==> src/rtl/vbeam_pkg.sv <==
// Package: shared widths, register indices, configuration type and the
// slot read-word builder for the beam position interrupt unit.
package vbeam_pkg;

    localparam int DATA_W     = 32;
    localparam int FIELD_W    = 10;   // width of position fields in words
    localparam int ST_BIT     = 31;   // slot status bit
    localparam int EN_BIT     = 28;   // slot enable bit
    localparam int TV_LSB     = 16;   // slot target vertical LSB

    localparam int IDX_CFG    = 0;
    localparam int IDX_HTIM   = 1;
    localparam int IDX_VTIM   = 2;
    localparam int IDX_POS    = 3;
    localparam int IDX_SLOT0  = 4;

    typedef enum logic [1:0] {
        FMT_NTSC  = 2'd0,
        FMT_PAL   = 2'd1,
        FMT_MPAL  = 2'd2,
        FMT_DEBUG = 2'd3
    } vfmt_e;

    typedef struct packed {
        vfmt_e fmt;
        logic  progressive;
        logic  hold_rst;
        logic  enable;
    } cfg_t;

    // Build the 32-bit read word of one compare slot.
    function automatic logic [DATA_W-1:0] slot_word_fn(
        input logic               st,
        input logic               en,
        input logic [FIELD_W-1:0] tv,
        input logic [FIELD_W-1:0] th
    );
        logic [DATA_W-1:0] w;
        w = '0;
        w[ST_BIT] = st;
        w[EN_BIT] = en;
        w[TV_LSB +: FIELD_W] = tv;
        w[0 +: FIELD_W] = th;
        return w;
    endfunction

    // Build the 32-bit read word of the configuration register.
    function automatic logic [DATA_W-1:0] cfg_word_fn(input cfg_t c);
        logic [DATA_W-1:0] w;
        w = '0;
        w[9:8] = c.fmt;
        w[2]   = c.progressive;
        w[1]   = c.hold_rst;
        w[0]   = c.enable;
        return w;
    endfunction

endpackage

==> src/rtl/vbeam_cfg_regs.sv <==
// Module: vbeam_cfg_regs
// Holds the configuration, halfline width and frame length registers and
// derives the run qualifier and effective counter limits.
// Assumes: write strobes are already decoded; a zero width or length field
// is treated as one unit so the counters always have a legal limit.
module vbeam_cfg_regs
    import vbeam_pkg::*;
#(
    parameter int HW_W   = 9,
    parameter int VCNT_W = 10
) (
    input  logic              clk,
    input  logic              rst_n,
    input  logic              we_cfg_i,
    input  logic              we_htim_i,
    input  logic              we_vtim_i,
    input  cfg_t              wr_cfg_i,
    input  logic [HW_W-1:0]   wr_hw_i,
    input  logic [VCNT_W-1:0] wr_vl_i,
    output cfg_t              cfg_o,
    output logic [HW_W-1:0]   hw_o,
    output logic [VCNT_W-1:0] vl_o,
    output logic              run_o,
    output logic [HW_W+3:0]   hlen_o,
    output logic [VCNT_W-1:0] flen_o
);

    cfg_t              cfg_q;
    logic [HW_W-1:0]   hw_q;
    logic [VCNT_W-1:0] vl_q;
    logic [HW_W-1:0]   hw_eff;

    // Purpose: load the configuration register on its strobe.
    always_ff @(posedge clk) begin
        if (!rst_n) begin
            cfg_q <= '0;
        end else if (we_cfg_i) begin
            cfg_q <= wr_cfg_i;
        end
    end

    // Purpose: load the halfline width field on its strobe.
    always_ff @(posedge clk) begin
        if (!rst_n) begin
            hw_q <= '0;
        end else if (we_htim_i) begin
            hw_q <= wr_hw_i;
        end
    end

    // Purpose: load the frame length field on its strobe.
    always_ff @(posedge clk) begin
        if (!rst_n) begin
            vl_q <= '0;
        end else if (we_vtim_i) begin
            vl_q <= wr_vl_i;
        end
    end

    // Purpose: derive run qualifier and the effective counter limits.
    always_comb begin
        hw_eff = (hw_q == '0) ? HW_W'(1) : hw_q;
        hlen_o = {hw_eff, 4'b0000};
        flen_o = (vl_q == '0) ? VCNT_W'(1) : vl_q;
        run_o  = cfg_q.enable && !cfg_q.hold_rst;
    end

    assign cfg_o = cfg_q;
    assign hw_o  = hw_q;
    assign vl_o  = vl_q;

endmodule

==> src/rtl/vbeam_raster.sv <==
// Module: vbeam_raster
// Horizontal clock counter and vertical halfline counter of the raster.
// Assumes: hlen_i and flen_i are at least one; a limit that shrinks while
// running is handled by wrapping as soon as a count reaches or passes it.
module vbeam_raster #(
    parameter int HCNT_W = 13,
    parameter int VCNT_W = 10
) (
    input  logic              clk,
    input  logic              rst_n,
    input  logic              run_i,
    input  logic [HCNT_W-1:0] hlen_i,
    input  logic [VCNT_W-1:0] flen_i,
    output logic [HCNT_W-1:0] hpos_o,
    output logic [VCNT_W-1:0] vpos_o
);

    logic [HCNT_W-1:0] hpos_q;
    logic [VCNT_W-1:0] vpos_q;
    logic              h_last;
    logic              v_last;

    // Purpose: detect the last clock of a halfline and the last halfline.
    always_comb begin
        h_last = (hpos_q >= (hlen_i - 1'b1));
        v_last = (vpos_q >= (flen_i - 1'b1));
    end

    // Purpose: advance the counters while running, hold them at zero otherwise.
    always_ff @(posedge clk) begin
        if (!rst_n || !run_i) begin
            hpos_q <= '0;
            vpos_q <= '0;
        end else if (h_last) begin
            hpos_q <= '0;
            vpos_q <= v_last ? '0 : (vpos_q + 1'b1);
        end else begin
            hpos_q <= hpos_q + 1'b1;
        end
    end

    assign hpos_o = hpos_q;
    assign vpos_o = vpos_q;

    AST_IDLE_ZERO: assert property (@(posedge clk) disable iff (!rst_n)
        !run_i |=> (hpos_q == '0 && vpos_q == '0));
    AST_H_STEP: assert property (@(posedge clk) disable iff (!rst_n)
        (run_i && !h_last) |=> (hpos_q == $past(hpos_q) + HCNT_W'(1)) && $stable(vpos_q));
    AST_FRAME_WRAP: assert property (@(posedge clk) disable iff (!rst_n)
        (run_i && h_last && v_last) |=> (hpos_q == '0 && vpos_q == '0));

endmodule

==> src/rtl/vbeam_cmp_slot.sv <==
// Module: vbeam_cmp_slot
// One beam-position compare slot: target, enable and latched status.
// Assumes: each position lasts exactly one clock while running, so a match
// sets the status once per visit; a match outranks a clearing write.
module vbeam_cmp_slot #(
    parameter int HCNT_W  = 13,
    parameter int VCNT_W  = 10,
    parameter int TGT_H_W = 10
) (
    input  logic               clk,
    input  logic               rst_n,
    input  logic               wr_i,
    input  logic               wr_keep_i,
    input  logic               wr_en_i,
    input  logic [VCNT_W-1:0]  wr_tv_i,
    input  logic [TGT_H_W-1:0] wr_th_i,
    input  logic               run_i,
    input  logic [HCNT_W-1:0]  hpos_i,
    input  logic [VCNT_W-1:0]  vpos_i,
    output logic               status_o,
    output logic               en_o,
    output logic [VCNT_W-1:0]  tv_o,
    output logic [TGT_H_W-1:0] th_o
);

    logic               status_q;
    logic               en_q;
    logic [VCNT_W-1:0]  tv_q;
    logic [TGT_H_W-1:0] th_q;
    logic               hit;

    // Purpose: compare the running raster against this slot's target.
    always_comb begin
        hit = run_i && (vpos_i == tv_q) && (hpos_i == HCNT_W'(th_q));
    end

    // Purpose: set status on a match, clear it on a write with the keep bit low.
    always_ff @(posedge clk) begin
        if (!rst_n) begin
            status_q <= 1'b0;
        end else if (hit) begin
            status_q <= 1'b1;
        end else if (wr_i && !wr_keep_i) begin
            status_q <= 1'b0;
        end
    end

    // Purpose: load enable and target fields on every slot write.
    always_ff @(posedge clk) begin
        if (!rst_n) begin
            en_q <= 1'b0;
            tv_q <= '0;
            th_q <= '0;
        end else if (wr_i) begin
            en_q <= wr_en_i;
            tv_q <= wr_tv_i;
            th_q <= wr_th_i;
        end
    end

    assign status_o = status_q;
    assign en_o     = en_q;
    assign tv_o     = tv_q;
    assign th_o     = th_q;

    AST_HIT_SETS: assert property (@(posedge clk) disable iff (!rst_n)
        hit |=> status_q);
    AST_WR_CLEARS: assert property (@(posedge clk) disable iff (!rst_n)
        (wr_i && !wr_keep_i && !hit) |=> !status_q);
    AST_WR_KEEPS: assert property (@(posedge clk) disable iff (!rst_n)
        (wr_i && wr_keep_i && !hit) |=> $stable(status_q));
    AST_IDLE_NOSET: assert property (@(posedge clk) disable iff (!rst_n)
        !run_i |=> !$rose(status_q));

endmodule

==> src/rtl/vbeam_irq_unit.sv <==
// Module: vbeam_irq_unit (top)
// Raster position counter with beam-position compare slots on a 32-bit
// word-indexed register bus. Decodes writes, builds read words, and ORs
// the enabled slot flags into one interrupt line.
// Assumes: IDX_SLOT0 + N_SLOTS fits in the address space; reads are
// combinational and writes land on the clock edge.
module vbeam_irq_unit
    import vbeam_pkg::*;
#(
    parameter int ADDR_W  = 3,
    parameter int N_SLOTS = 4,
    parameter int HW_W    = 9,
    parameter int VCNT_W  = 10,
    parameter int TGT_H_W = 10
) (
    input  logic              clk,
    input  logic              rst_n,
    input  logic              bus_we,
    input  logic [ADDR_W-1:0] bus_addr,
    input  logic [31:0]       bus_wdata,
    output logic [31:0]       bus_rdata,
    output logic              irq_o
);

    localparam int HCNT_W = HW_W + 4;

    logic              we_cfg;
    logic              we_htim;
    logic              we_vtim;
    cfg_t              wr_cfg;
    cfg_t              cfg_q;
    logic [HW_W-1:0]   hw_q;
    logic [VCNT_W-1:0] vl_q;
    logic              run;
    logic [HCNT_W-1:0] hlen;
    logic [VCNT_W-1:0] flen;
    logic [HCNT_W-1:0] hpos;
    logic [VCNT_W-1:0] vpos;
    logic [31:0]       pos_word;

    logic [N_SLOTS-1:0]            slot_we;
    logic [N_SLOTS-1:0]            slot_st;
    logic [N_SLOTS-1:0]            slot_en;
    logic [N_SLOTS-1:0][31:0]      slot_word;

    logic unused_wbits;
    assign unused_wbits = ^{bus_wdata[30:29], bus_wdata[27:26], bus_wdata[15:10]};

    // Purpose: decode the shared register strobes and configuration fields.
    always_comb begin
        we_cfg  = bus_we && (bus_addr == ADDR_W'(IDX_CFG));
        we_htim = bus_we && (bus_addr == ADDR_W'(IDX_HTIM));
        we_vtim = bus_we && (bus_addr == ADDR_W'(IDX_VTIM));
        wr_cfg.fmt         = vfmt_e'(bus_wdata[9:8]);
        wr_cfg.progressive = bus_wdata[2];
        wr_cfg.hold_rst    = bus_wdata[1];
        wr_cfg.enable      = bus_wdata[0];
    end

    vbeam_cfg_regs #(
        .HW_W   (HW_W),
        .VCNT_W (VCNT_W)
    ) u_cfg (
        .clk       (clk),
        .rst_n     (rst_n),
        .we_cfg_i  (we_cfg),
        .we_htim_i (we_htim),
        .we_vtim_i (we_vtim),
        .wr_cfg_i  (wr_cfg),
        .wr_hw_i   (bus_wdata[HW_W-1:0]),
        .wr_vl_i   (bus_wdata[VCNT_W-1:0]),
        .cfg_o     (cfg_q),
        .hw_o      (hw_q),
        .vl_o      (vl_q),
        .run_o     (run),
        .hlen_o    (hlen),
        .flen_o    (flen)
    );

    vbeam_raster #(
        .HCNT_W (HCNT_W),
        .VCNT_W (VCNT_W)
    ) u_raster (
        .clk    (clk),
        .rst_n  (rst_n),
        .run_i  (run),
        .hlen_i (hlen),
        .flen_i (flen),
        .hpos_o (hpos),
        .vpos_o (vpos)
    );

    for (genvar i = 0; i < N_SLOTS; i++) begin : g_slot
        logic [VCNT_W-1:0]  tv;
        logic [TGT_H_W-1:0] th;

        assign slot_we[i] = bus_we && (bus_addr == ADDR_W'(IDX_SLOT0 + i));

        vbeam_cmp_slot #(
            .HCNT_W  (HCNT_W),
            .VCNT_W  (VCNT_W),
            .TGT_H_W (TGT_H_W)
        ) u_slot (
            .clk       (clk),
            .rst_n     (rst_n),
            .wr_i      (slot_we[i]),
            .wr_keep_i (bus_wdata[ST_BIT]),
            .wr_en_i   (bus_wdata[EN_BIT]),
            .wr_tv_i   (bus_wdata[TV_LSB +: VCNT_W]),
            .wr_th_i   (bus_wdata[TGT_H_W-1:0]),
            .run_i     (run),
            .hpos_i    (hpos),
            .vpos_i    (vpos),
            .status_o  (slot_st[i]),
            .en_o      (slot_en[i]),
            .tv_o      (tv),
            .th_o      (th)
        );

        assign slot_word[i] = slot_word_fn(slot_st[i], slot_en[i],
                                           FIELD_W'(tv), FIELD_W'(th));
    end

    // Purpose: pack the live raster position into its read word.
    always_comb begin
        pos_word = '0;
        pos_word[TV_LSB +: VCNT_W] = vpos;
        pos_word[0 +: HCNT_W]      = hpos;
    end

    // Purpose: select the read word for the addressed register.
    always_comb begin
        bus_rdata = '0;
        if (bus_addr == ADDR_W'(IDX_CFG)) begin
            bus_rdata = cfg_word_fn(cfg_q);
        end else if (bus_addr == ADDR_W'(IDX_HTIM)) begin
            bus_rdata = 32'(hw_q);
        end else if (bus_addr == ADDR_W'(IDX_VTIM)) begin
            bus_rdata = 32'(vl_q);
        end else if (bus_addr == ADDR_W'(IDX_POS)) begin
            bus_rdata = pos_word;
        end else begin
            for (int s = 0; s < N_SLOTS; s++) begin
                if (bus_addr == ADDR_W'(IDX_SLOT0 + s)) begin
                    bus_rdata = slot_word[s];
                end
            end
        end
    end

    // Purpose: combine enabled, active slot flags into the interrupt line.
    assign irq_o = |(slot_st & slot_en);

    AST_IRQ_NEEDS_SET: assert property (@(posedge clk) disable iff (!rst_n)
        (slot_st == '0) |-> !irq_o);
    AST_POS_ZERO_IDLE: assert property (@(posedge clk) disable iff (!rst_n)
        !run |=> (pos_word == '0));

endmodule

==> config.mk <==
export PLATFORM = sky130hd
export DESIGN_NAME = vbeam_irq_unit
export DESIGN_NICKNAME = d
export VERILOG_FILES = /design/src/rtl/vbeam_pkg.sv /design/src/rtl/vbeam_cfg_regs.sv /design/src/rtl/vbeam_raster.sv /design/src/rtl/vbeam_cmp_slot.sv /design/src/rtl/vbeam_irq_unit.sv
export SDC_FILE = /design/constraint.sdc
export NUM_CORES = 1
export LEC_CHECK = 0
export ABC_AREA = 1
export ABC_CLOCK_PERIOD_IN_PS = 2900
export BUFFER_PORTS_ARGS = -buffer_cell sky130_fd_sc_hd__buf_4
export CAP_MARGIN = 10
export CORE_MARGIN = 2
export CORE_UTILIZATION = 35
export CTS_BUF_LIST = sky130_fd_sc_hd__clkbuf_8
export DETAILED_ROUTE_END_ITERATION = 16
export HOLD_SLACK_MARGIN = 0.12
export SYNTH_ARGS = -nofsm -noshare
export SYNTH_HDL_FRONTEND = slang
export SYNTH_SLANG_ARGS = --single-unit
==> constraint.sdc <==
create_clock -name clk -period 2.9 [get_ports clk]
set_input_delay 0.29 -clock clk [delete_from_list [all_inputs] [get_ports clk]]
set_output_delay 0.29 -clock clk [all_outputs]
set_load 0.05 [all_outputs]
### After elaboration in Yosys (flattened, before gate mapping)

Index checks and enable logic that the tools add are counted.

| word-level totals | value |
|---|---|
| flip-flop bits (word level) | 135 |
| input port bits | 38 |
| output and inout bits | 33 |
| logic and storage cells | 99 |

| operators by class | value |
|---|---|
| add/subtract/negate cells | 4 |
| order comparisons | 2 |
| eq/ne operators | 15 |
| mux-type cells | 19 |
| bitwise gates (word level) | 1 |
| reduce and logical (&&, ||, !) cells | 34 |

Operators by type and width:

| kind | count |
|---|---|
| 32-bit 2-to-1 mux | 8 |
| 13-bit by 10-bit equality test with 1-bit output | 4 |
| 10-bit equality test | 4 |
| 1-bit logical AND | 20 |
| 10-bit 2-to-1 mux | 2 |
| 13-bit by 1-bit adder with 13-bit output (second input constant) | 1 |
| 13-bit greater-or-equal comparator | 1 |
| 13-bit by 1-bit subtractor with 13-bit output (second input constant) | 1 |
| 3-bit equality test (second input constant) | 4 |
| 10-bit by 1-bit adder with 10-bit output (second input constant) | 1 |
| 10-bit greater-or-equal comparator | 1 |
| 10-bit zero test | 1 |
| 10-bit by 1-bit subtractor with 10-bit output (second input constant) | 1 |
| 9-bit zero test | 1 |
| 9-bit 2-to-1 mux | 1 |
| 1-bit 2-to-1 mux | 8 |
| 2-bit nonzero test | 4 |
| 3-bit by 2-bit equality test with 1-bit output (second input constant) | 2 |
| 4-bit AND | 1 |
| 1-bit zero test | 4 |
| 4-bit OR reduction | 1 |
| 3-bit by 1-bit equality test with 1-bit output (second input constant) | 1 |
| 3-bit zero test | 1 |
| 2-bit OR reduction | 1 |
| 1-bit logical OR | 1 |

### Logic depth before layout (Yosys ltp)

Gate-level depths: netlist of run 1.

| depth | value |
|---|---|
| word-level depth | 9 |
| gate-level depth with buffers | 22 |
| gate-level depth less buffers | 21 |

### By module

From an unflattened synthesis of run 1, not the netlist that was laid out.

| second synthesis, totals | value |
|---|---|
| cells, all modules | 1475 |
| area, all modules | 9037.4 um^2 |

By module, submodules not included:

| module | times used | cells an instance | area an instance (um^2) | sequential area each (um^2) |
|---|---|---|---|---|
| vbeam_cmp_slot | 4 | 187 | 1143.6 | 440.4 |
| vbeam_raster | 1 | 321 | 2229.6 | 460.4 |
| vbeam_irq_unit | 1 | 266 | 1256.2 | 0.0 |
| vbeam_cfg_regs | 1 | 140 | 977.2 | 480.5 |

### Worst setup path after synthesis of run 1

No wires, ideal clock.

| timing | value |
|---|---|
| path kind | register to register |
| start point | register u_cfg.hw_q[6], in the netlist u_cfg.hw_o[6] |
| end point | register u_raster.vpos_q[0], in the netlist u_raster.vpos_o[0] |
| library setup time | 0.109 ns |
| data arrival time | 2.704 ns |
| required time | 2.791 ns |
| path slack | 0.087 ns |
| stages on the path, launching flop included | 23 |
| buffers on the path | 1 |
| period minus slack after synthesis | 2.813 ns |
| cells stage by stage | dfxtp_1 inv_1 nand2_1 nor2_1 a31oi_1 ha_1 nand2_1 nor2_1 nand2_1 nor3_1 xor2_1 ha_1 nand2_1 inv_1 nand2_1 nand2_1 a21oi_1 buf_2 nand3_4 nand2_1 nand2_1 nand2_1 inv_1 |

| on the way | value |
|---|---|
| longest elaborated chain between the ends | 4 |

RTL lines:

| element | line | RTL |
|---|---|---|
| start, declared | vbeam_cfg_regs.sv:29 | `logic [HW_W-1:0] hw_q;` |
| start signal, assigned | vbeam_cfg_regs.sv:47 | `hw_q <= wr_hw_i;` |
| 9-bit zero test | vbeam_cfg_regs.sv:62 | `hw_eff = (hw_q == '0) ? HW_W'(1) : hw_q;` |
| 9-bit 2-to-1 mux * | vbeam_cfg_regs.sv:62 |  |
| 13-bit by 1-bit subtractor with 13-bit output * | vbeam_raster.sv:25 | `h_last = (hpos_q >= (hlen_i - 1'b1));` |
| 13-bit greater-or-equal comparator * | vbeam_raster.sv:25 |  |
| end signal, assigned | vbeam_raster.sv:36 | `vpos_q <= v_last ? '0 : (vpos_q + 1'b1);` |
| end, declared | vbeam_raster.sv:19 | `logic [VCNT_W-1:0] vpos_q;` |

Mark *: on every way between the ends. The rest lies on a longest branch, timed or not.
A chain may end at the register's enable or synchronous reset.

### Final worst setup path of run 1

| timing | value |
|---|---|
| start point | register u_cfg.hw_q[3], in the netlist u_cfg.hw_o[3] |
| end point | register u_raster.vpos_q[0], in the netlist u_raster.vpos_o[0] |

The elaborated chain is that of the path after synthesis.

==> reports/qor.yml, run 1 <==
logic_synthesis:
  seq_area_frac_synth: 0.333
  syn_area_per_cell_um2: 6.81
  synth_warnings: 0
  synthCells: 1190
  synth_seq_cells: 135
  synth_area_leader_cell: "dfxtp_1"
  synthDominantCellAreaShare: 0.333
  synth_edf_count: 0
  synth_area_um2: 8110
  ys_top_cells_by_area: "dfxtp_1 33%, nand2_1 8.6%, a21oi_1 8.3%"
  synth-async-reset-ratio: 0
  synth_ff_type: "dfxtp_1"
  synth_cell_types: 47
place:
  dp_cells: 1499
  dp_hpwl_mm: 21.7
  io_buffers: 53
  routabilityCongestion: 0.931
critical_path:
  crit_type: "reg2reg"
  cp_max_fo: 15
  cp_data_required_time_ps: 3280
  critical_path_arrival_ps: 3170
  cp-end-kind: "register"
  cp-start-kind: "register"
  reg2reg_slack_ps: 110
  reg2reg_depth: 19
timing:
  finalHoldViolations: 0
  fin_crit_ps: 2790
  fmax_mhz: 358
  relSlewSlack: 0.366
  setup_viol: 0
  maxSlewViolCount: 0
  setup_tns_ps: 0
  worst_slew_pin_slew_ps: 952
  grt_setup_unrepaired: "yes"
  finClkSkew_ps: 8.88
  fin_crit_sh: 0.963
detailed_routing:
  vias_per_cell: 5.45
  drc: 0
  wl_per_cell_um: 19.4
  drt_iter0_drc: 729
  drt_wl_total_mm: 30.0
  vias: 8425
  dr.pass1.iters: 6
  ant_nets: 0
clock_network:
  numCtsBuffers: 17
  clock_latency_ps: 480
  cts_root_buffer: "clkbuf_8"
  cts_sinks: 135
  cts_buffer_depth: 2
  cts_tree: "yes"
  path_clk_slew_ps: 80
  cts_max_level: 4
global_route:
  grt.met3_usage: 0.0417
  grt_max_degree: 94
  grt-busiest-layer: "met2"
  use_met2: 0.393
  grt_pass1_wl_mm: 45.9
  globalRouteMet1Util: 0.336
  antenna_found_initial: 1
  grt_overflow_total: 0
  grt_pass1_vias: 7876
  grt.total_usage: 0.247
job:
  maxCapViolCount: 0
layout:
  nFillCells: 2407
  syn2layout_area_growth_pct: 16.8
  antennaDiodeCount: 0
  layout_common_cells: "175 x nand2_1, 136 x nor2_1, 133 x o21ai_0"
  final_common_cell: "nand2_1"
  post-route-util: 0.417
  drive_gt1_frac: 0.167
  fin_cells: 1546
  nets: 1309
outcome:
  status: "completed"
floorplan:
  rows: 55
  dieArea_um2: 24400
  start_util: 0.357
  ios: 71
  chipHeight_um: 156
  die_w_um: 156
  coreArea_um2: 22700
power:
  power.density_nw_per_um2: 469
  p_leak_nw: 3.70
  peakVddDrop_mv: 0.283
worst_hold_path:
  hold_depth: 3
  holdCritPathClass: "in2reg"
[Yosys cell counts (12+ instances only)]
cell type  count
ha_1          23
xor2_1        20
buf_2         26
nand2_1      185
nor3_1        13
dfxtp_1      135
nand4_1       29
nand3_1       39
buf_4         12
xnor2_1       27
o22ai_1       33
nor2_1       143
inv_1        134
o21ai_0      133
clkbuf_1      18
a21oi_1      135
[worst paths after layout]
kind                  start                        end
min reg2reg  u_cfg.cfg_o[4]             u_cfg.cfg_o[4]
max           u_cfg.hw_o[3]         u_raster.vpos_o[0]
min           bus_wdata[31]  g_slot[2].u_slot.status_o
max reg2reg   u_cfg.hw_o[3]         u_raster.vpos_o[0]
[per-layer routing]
layer | vias to the layer above | part of all wire
li1 | 4058 | -
met1 | 3946 | 0.43
met2 | 353 | 0.45
met3 | 68 | 0.085
met4 | 0 | 0.029
met5 | - | 0
[report_power, final]
part           switching [W]  internal, W
logic               0.000559     0.000302
clock network       0.000813     0.000825
registers          0.0000380      0.00190
total                0.00141      0.00303
[cell families after synthesis]
| family | after synthesis | share of synthesized area |
|---|---|---|
| AND/OR/NAND/NOR | 431 | 0.235 |
| buffers and inverters | 218 | 0.122 |
| AO/OA/AOI/OAI | 335 | 0.223 |
| XOR/XNOR | 47 | 0.0508 |
| flip-flops | 135 | 0.333 |
| other | 1 | 0.000463 |
| adder cells (fa/ha/maj) | 23 | 0.0355 |
[registers in the layout (all words and copies together), names as in the netlist]
signal,flops
g_slot.u_slot.th_o,40
g_slot.u_slot.tv_o,40
u_raster.hpos_o,13
u_cfg.vl_o,10
u_raster.vpos_o,10
u_cfg.hw_o,9
u_cfg.cfg_o,5
g_slot.u_slot.en_o,4
g_slot.u_slot.status_o,4
[what timing repair did]
item,4_1_cts,5_1_grt
cloned,0,1
hold buffers,6,0
buffers inserted,1,7
pin swaps,3,29
endpoints found under the setup margin,10,23
resized for setup,7,55
hold endpoints to repair,10,0
[through the flow]
stage,hold WS (ps),total power [W],cell area [um2],worst slack [ps]
floorplan,425,0.00249,8130,86.9
global placement,450,0.00273,8750,21.4
detailed placement,460,0.00274,8750,-42.1
CTS,121,0.00435,9250,2.60
global route,133,0.00461,9470,-59.7
finish,131,0.00444,9470,108
[final cells by class]
cell class | count | area, um2 | share of cell area
Clock buffer | 20 | 275 | 0.0291
Clock inverter | 12 | 126 | 0.0133
Inverter | 148 | 568 | 0.0600
Multi-Input combinational cell | 843 | 4590 | 0.485
Sequential cell | 135 | 2720 | 0.287
Tap cell | 285 | 357 | 0.0377
Timing Repair Buffer | 103 | 826 | 0.0872
[worst max-delay path, cell delays in order (launching register included)]
cell and delay (ps):
dfxtp_2 350, nor2_4 50, nand4_1 100, inv_2 60
a31oi_4 190, ha_4 170, nand2_4 50, nor2_4 110
nand2_2 70, buf_4 150, xor2_2 170, ha_4 290
nand2_1 100, nor2_4 170, nand3_2 130, nand4_1 140
buf_6 190, o21ai_0 110, nand2_1 70, inv_1 30
No activity file was read; power rests on OpenSTA's default activity.
==> inputs of run 2 (changes only) <==
==> constraint.sdc (replaced) <==
create_clock -name clk -period 2.9 [get_ports clk]
set_input_delay 0.145 -clock clk [delete_from_list [all_inputs] [get_ports clk]]
set_output_delay 0.145 -clock clk [all_outputs]
set_load 0.05 [all_outputs]
==> reports/qor.yml, run 2 (same netlist as run 1, synthesis figures left out) <==
outcome:
  status: "completed"  # unchanged
job:
  maxCapViolCount: 0  # unchanged
floorplan:
  ios: 71  # unchanged
  dieArea_um2: 24400  # unchanged
  die_w_um: 156  # unchanged
  start_util: 0.357  # unchanged
  coreArea_um2: 22700  # unchanged
  chipHeight_um: 156  # unchanged
  rows: 55  # unchanged
power:
  power.density_nw_per_um2: 460  # was 469 nW/um2
  peakVddDrop_mv: 0.302  # was 0.283 mV
  p_leak_nw: 3.70  # about the same
timing:
  setup_tns_ps: 0  # unchanged
  setup_viol: 0  # unchanged
  grt_setup_unrepaired: "yes"  # unchanged
  fin_crit_ps: 2850  # was 2790 ps
  relSlewSlack: 0.406  # was 0.366
  fmax_mhz: 350  # was 358 MHz
  finClkSkew_ps: 12.4  # was 8.88 ps
  worst_slew_pin_slew_ps: 891  # was 952 ps
  fin_crit_sh: 0.984  # was 0.963
  postLayoutSetupSlackWorst_ps: 45.8  # was 108 ps
  maxSlewViolCount: 0  # unchanged
  finalHoldViolations: 0  # unchanged
critical_path:
  r2r_start: "u_cfg.hw_o[0]"  # was u_cfg.hw_o[3]
  crit_end: "u_raster.vpos_o[0]"  # unchanged
  critical_path_arrival_ps: 3230  # was 3170 ps
  cp-start-kind: "register"  # unchanged
  cp-end-kind: "register"  # unchanged
  reg2reg_depth: 19  # unchanged
  cp_data_required_time_ps: 3270  # was 3280 ps
  reg2reg_slack_ps: 50  # was 110 ps
  crit_type: "reg2reg"  # unchanged
  cp_max_fo: 15  # unchanged
  cp-startpoint: "u_cfg.hw_o[0]"  # was u_cfg.hw_o[3]
  rr_endpoint: "u_raster.vpos_o[0]"  # unchanged
layout:
  fin_cells: 1552  # was 1546
  post-route-util: 0.417  # about the same
  nets: 1315  # was 1309
  drive_gt1_frac: 0.143  # was 0.167
  final_common_cell: "nand2_1"  # unchanged
  antennaDiodeCount: 0  # unchanged
  syn2layout_area_growth_pct: 16.8  # about the same
  layout_common_cells: "180 x nand2_1, 140 x nor2_1, 133 x a21oi_1"  # was 175 x nand2_1, 136 x nor2_1, 133 x o21ai_0
clock_network:
  cts_max_level: 4  # unchanged
  cts_tree: "yes"  # unchanged
  cts_buffer_depth: 2  # unchanged
  cts_sinks: 135  # unchanged
  path_clk_slew_ps: 80  # about the same
  cts_root_buffer: "clkbuf_8"  # unchanged
  clock_latency_ps: 470  # was 480 ps
  numCtsBuffers: 17  # unchanged
global_route:
  grt.total_usage: 0.245  # was 0.247
  grt_max_degree: 94  # unchanged
  grt_pass1_vias: 7811  # was 7876
  grt_pass1_wl_mm: 45.2  # was 45.9 mm
  grt_overflow_total: 0  # unchanged
  antenna_found_initial: 0  # was 1
detailed_routing:
  drt_wl_total_mm: 29.7  # was 30.0 mm
  wl_per_cell_um: 19.1  # was 19.4 um
  dr.pass1.iters: 5  # was 6
  drc: 0  # unchanged
  vias_per_cell: 5.48  # was 5.45
  vias: 8498  # was 8425
  ant_nets: 0  # unchanged
  drt_iter0_drc: 786  # was 729
place:
  routabilityCongestion: 0.928  # was 0.931
  dp_cells: 1494  # was 1499
  io_buffers: 53  # unchanged
  dp_hpwl_mm: 21.4  # was 21.7 mm
  dp_slack_ps: -3.92  # was -42.1 ps
worst_hold_path:
  holdCritPathClass: "in2reg"  # unchanged
==> run 2: cell count changes in the layout (fill, tap and decap cells not counted), moves of 5 or more <==
cell | previous run | this run
nand2_1 | 175 | 180
dlygate4sd3_1 | 6 | 22
inv_2 | 17 | 12
buf_4 | 90 | 82
inv_1 | 126 | 131
==> run 2: layer usage <==
layer | global-route usage | vias to the layer above | share of wire
li1 | - | 4073 | -
met1 | 0.329 | 3959 | 0.43
met2 | 0.395 | 406 | 0.46
met3 | 0.0433 | 60 | 0.085
met4 | 0.0856 | 0 | 0.028
met5 | 0 | - | 0
==> run 2: timing repair <==
item                                   CTS  global route
endpoints found under the hold margin  112             0
pin swaps                                0            23
gates cloned                             0             1
gates resized for setup                  0            38
hold buffers                            22             0
setup buffers                            1             2
setup endpoints to repair                3            23
==> run 2: area by class of cell <==
| cell class | instances | area (um2) |
|---|---|---|
| fillers | 2415 | 13200 |
| multi-input cells | 844 | 4550 |
| flip-flops and latches | 135 | 2720 |
| repair buffers | 108 | 890 |
| inverters | 148 | 568 |
| well taps | 285 | 357 |
| clock buffers | 22 | 303 |
| clock inverters | 10 | 93.8 |
==> run 2: how the worst min path moves through the flow <==
stage | from | end | slack, ps | cells past startpoint
5_1_grt | bus_addr[1] | u_cfg.cfg_o[3] | 170 | 4
6_report | rst_n | g_slot[0].u_slot.th_o[6] | 160 | 4
3_3_place_gp | bus_wdata[16] | g_slot[3].u_slot.tv_o[0] | 400 | 3
4_1_cts | rst_n | g_slot[2].u_slot.status_o | 150 | 4
2_1_floorplan | bus_wdata[16] | g_slot[3].u_slot.tv_o[0] | 280 | 2
3_5_place_dp | bus_wdata[16] | g_slot[3].u_slot.tv_o[0] | 410 | 3
==> run 2: power by group <==
group          internal [W]  switching [W]  total, W
registers           0.00190      0.0000372   0.00194
clock network      0.000790       0.000806   0.00160
logic              0.000289       0.000536  0.000824
total               0.00298        0.00138   0.00436
==> run 2: stage by stage <==
step           hold slack (ps)  area [um2]  power (W)
6_report                   156        9470    0.00436
5_1_grt                    173        9470    0.00455
4_1_cts                    148        9330    0.00432
3_5_place_dp               411        8690    0.00273
3_3_place_gp               402        8690    0.00273
2_1_floorplan              280        8130    0.00249
==> run 2: worst max-delay path, stage by stage, from the launching register on <==
cell and delay [ps]:
dfxtp_2 330, inv_1 50, nand4_1 120, inv_2 70
a31oi_4 200, ha_2 210, nand2_2 60, nor2_4 120
nand2_2 80, nor3_2 200, xor2_1 90, ha_1 340
nand2_2 80, nor2_2 140, nand3_1 120, nand4_1 130
buf_6 200, o21ai_0 110, nand2_1 70, inv_1 30
==> inputs of run 3 (changes only) <==
--- a/config.mk
+++ b/config.mk
@@ -5,7 +5,7 @@
 export SDC_FILE = /design/constraint.sdc
 export NUM_CORES = 1
 export LEC_CHECK = 0
-export ABC_AREA = 1
+export ABC_AREA = 0
 export ABC_CLOCK_PERIOD_IN_PS = 2900
 export BUFFER_PORTS_ARGS = -buffer_cell sky130_fd_sc_hd__buf_4
 export CAP_MARGIN = 10
==> reports/qor.yml, run 3 <==
layout:
  regArea_um2: 2710  # was 2720 um2
  multiInputGateArea_um2: 5100  # was 4550 um2
  final_common_cell: "nand2_1"  # unchanged
  nets: 1120  # was 1315
  drive_gt1_frac: 0.189  # was 0.143
  syn2layout_area_growth_pct: 20.0  # was 16.8%
  layout_common_cells: "244 x nand2_1, 133 x dfxtp_1, 107 x a21boi_0, 107 x buf_4, 83 x xnor2_1"  # was 180 x nand2_1, 140 x nor2_1, 133 x a21oi_1
  antennaDiodeCount: 0  # unchanged
  fin_cells: 1356  # was 1552
  nFillCells: 2298  # was 2415
detailed_routing:
  drt_iter0_drc: 626  # was 786
  drc: 0  # unchanged
  drt_wl_total_mm: 26.1  # was 29.7 mm
  vias_per_cell: 5.39  # was 5.48
  vias: 7304  # was 8498
  ant_nets: 0  # unchanged
  wl_per_cell_um: 19.2  # was 19.1 um
  dr.pass1.iters: 6  # was 5
logic_synthesis:
  synth-async-reset-ratio: 0  # unchanged
  synthDominantCellAreaShare: 0.334  # was 0.333
  muxShareOfSynthArea: 0.0754  # was 0
  synth_warnings: 0  # unchanged
  synth_area_leader_cell: "dfxtp_1"  # unchanged
  synth_cell_types: 51  # was 47
  synth_seq_cells: 135  # unchanged
  seq_area_frac_synth: 0.334  # was 0.333
  yosysMostFrequentCell: "nand2_1"  # unchanged
  synth_area_um2: 8100  # was 8110 um2
  synth_top_family_by_area: "simple AND/OR/NAND/NOR gates"  # unchanged
  synthXorXnorAreaFrac: 0.115  # was 0.0508
  synth_compound_area_frac: 0.173  # was 0.223
  ys_top_cells_by_area: "dfxtp_1 33%, nand2_1 11%, a21boi_0 9.9%"  # was dfxtp_1 33%, nand2_1 8.6%, a21oi_1 8.3%
  synth-simple-area-share: 0.211  # was 0.235
  synthAdderAreaFrac: 0.0355  # about the same
  synth_edf_count: 0  # unchanged
  syn_area_per_cell_um2: 8.29  # was 6.81 um2
  synthCells: 977  # was 1190
  synthTopCellsByCount: "245 x nand2_1, 135 x dfxtp_1, 107 x a21boi_0"  # was 185 x nand2_1, 143 x nor2_1, 135 x a21oi_1, 135 x dfxtp_1, 134 x inv_1
  synth_ff_type: "dfxtp_1"  # unchanged
global_route:
  grt_pass1_vias: 7085  # was 7811
  antenna_found_initial: 0  # unchanged
  grt.total_usage: 0.220  # was 0.245
  grt_pass1_wl_mm: 40.7  # was 45.2 mm
  grt_overflow_total: 0  # unchanged
  grt_max_degree: 76  # was 94
critical_path:
  crit_type: "reg2reg"  # unchanged
  cp-start-kind: "register"  # unchanged
  cp_max_fo: 5  # was 15
  critical_path_arrival_ps: 3540  # was 3230 ps
  cp_slowest_cell: "or4_4"  # was ha_1
  path_cells: "or4_4 > nor3_4 > a21o_1 > inv_2 > ha_4 > nand2_4 > or3_4 > nor3_2 > xnor2_1 > ha_1 > o211ai_1 > o21ai_2 > o21ai_4 > buf_6 > or3_1 > a22oi_2"  # was inv_1 > nand4_1 > inv_2 > a31oi_4 > ha_2 > nand2_2 > nor2_4 > nand2_2 > nor3_2 > xor2_1 > ha_1 > nand2_2 > nor2_2 > nand3_1 > nand4_1 > buf_6 > o21ai_0 > nand2_1 > inv_1
  cp_data_required_time_ps: 3290  # was 3270 ps
  cp-end-kind: "register"  # unchanged
  slowest_delay_ps: 550  # was 340 ps
timing:
  finClkSkew_ps: 11.3  # was 12.4 ps
  setup_viol: 23  # was 0
  fin_crit_sh: 1.09  # was 0.984
  finalHoldViolations: 0  # unchanged
  grt_setup_unrepaired: "yes"  # unchanged
  fmax_mhz: 317  # was 350 MHz
  fin_crit_ps: 3150  # was 2850 ps
  worst_slew_pin_slew_ps: 697  # was 891 ps
  hold_ws_ps: 147  # was 156 ps
  postLayoutSetupSlackWorst_ps: -252  # was 45.8 ps
  maxSlewViolCount: 0  # unchanged
  relSlewSlack: 0.530  # was 0.406
floorplan:
  dieArea_um2: 24400  # about the same
  start_util: 0.358  # was 0.357
  die_w_um: 156  # about the same
  coreArea_um2: 22600  # was 22700 um2
  ios: 71  # unchanged
  chipHeight_um: 156  # about the same
  rows: 55  # unchanged
place:
  io_buffers: 53  # unchanged
  dp_cells: 1299  # was 1494
  routabilityCongestion: 0.920  # was 0.928
  dp_slack_ps: -395  # was -3.92 ps
  dp_hpwl_mm: 18.6  # was 21.4 mm
job:
  maxCapViolCount: 0  # unchanged
power:
  total_power_w: 0.00427  # was 0.00436 W
  power.density_nw_per_um2: 439  # was 460 nW/um2
  p_leak_nw: 3.49  # was 3.70 nW
  peakVddDrop_mv: 0.252  # was 0.302 mV
clock_network:
  clock_latency_ps: 460  # was 470 ps
  path_clk_slew_ps: 80  # about the same
  cts_root_buffer: "clkbuf_8"  # unchanged
  cts_tree: "yes"  # unchanged
  numCtsBuffers: 17  # unchanged
  cts_buffer_depth: 2  # unchanged
  cts_sinks: 135  # unchanged
  cts_max_level: 4  # unchanged
outcome:
  violations: "negative setup slack"
  status: "finished, violations left"  # was completed
worst_hold_path:
  holdCritPathClass: "in2reg"  # unchanged
==> run 3: cell count changes after synthesis, sizes merged, moves of 57 or more <==
cell	change
a21boi	+107
a21oi	-122
inv	-137
nor2	-119
o21ai	-94
xnor2	+57
==> run 3: final timing paths <==
check / from / endpoint / slack, ps / cells after the start
hold / removal: rst_n / u_cfg.vl_o[5] / 150 / 2
setup / recovery: u_cfg.hw_o[3] / u_raster.vpos_o[9] / -250 / 16
hold reg to reg: g_slot[2].u_slot.en_o / g_slot[2].u_slot.en_o / 490 / 2
setup reg to reg: u_cfg.hw_o[3] / u_raster.vpos_o[9] / -250 / 16
==> run 3: per-layer routing <==
layer	part of all wire	global-route usage
met1	0.44	0.288
met2	0.46	0.357
met3	0.066	0.0392
met4	0.031	0.0926
met5	0	0
==> run 3: worst max-delay path: cells and delay by family, from the launching register on <==
family,cells,cell delay (ps)
AO/OA/AOI/OAI,5,740
flip-flops,1,320
adder cells (fa/ha/maj),2,470
AND/OR/NAND/NOR,6,1220
XOR/XNOR,1,120
buffers and inverters,2,190
==> run 3: logic make-up (layout without fill, tap and decap cells) <==
logic type      after synthesis  count (layout)
compound gates              202             202
xor+xnor                    106             106
fa+ha+maj                    23              23
buf+inv                      88             176
flops                       135             135
mux                          39              39
other cells                   1               7
simple gates                383             383
==> run 3: final cells by class <==
cell class,instances,area share
clock inverter,13,0.0185
sequential,135,0.278
inverter,10,0.00386
tap,285,0.0367
multi-input combinational,760,0.525
timing repair buffer,135,0.112
clock buffer,18,0.0255
==> run 3: report_power, final <==
part	total [W]	switching (W)	internal (W)
clock network	0.00174	0.000790	0.000952
registers	0.00192	0.0000319	0.00189
logic	0.000606	0.000350	0.000257
==> run 3: what timing repair did <==
action	in CTS	in global routing
setup endpoints to repair	23	23
cloned	1	0
hold buffers	22	0
endpoints found under the hold margin	112	0
gates resized for setup	11	15
buffers inserted	2	1
pin swaps	15	7
==> run 3: stage by stage <==
stage                     cell area (um2)  TNS, ps   util
final                                9720    -4750  0.429
after global routing                 9720    -9270  0.429
after CTS                            9630    -5590  0.426
after detailed placement             8920    -6760  0.394
after global placement               8920    -5330  0.394
after floorplan                      8170    -4920      -
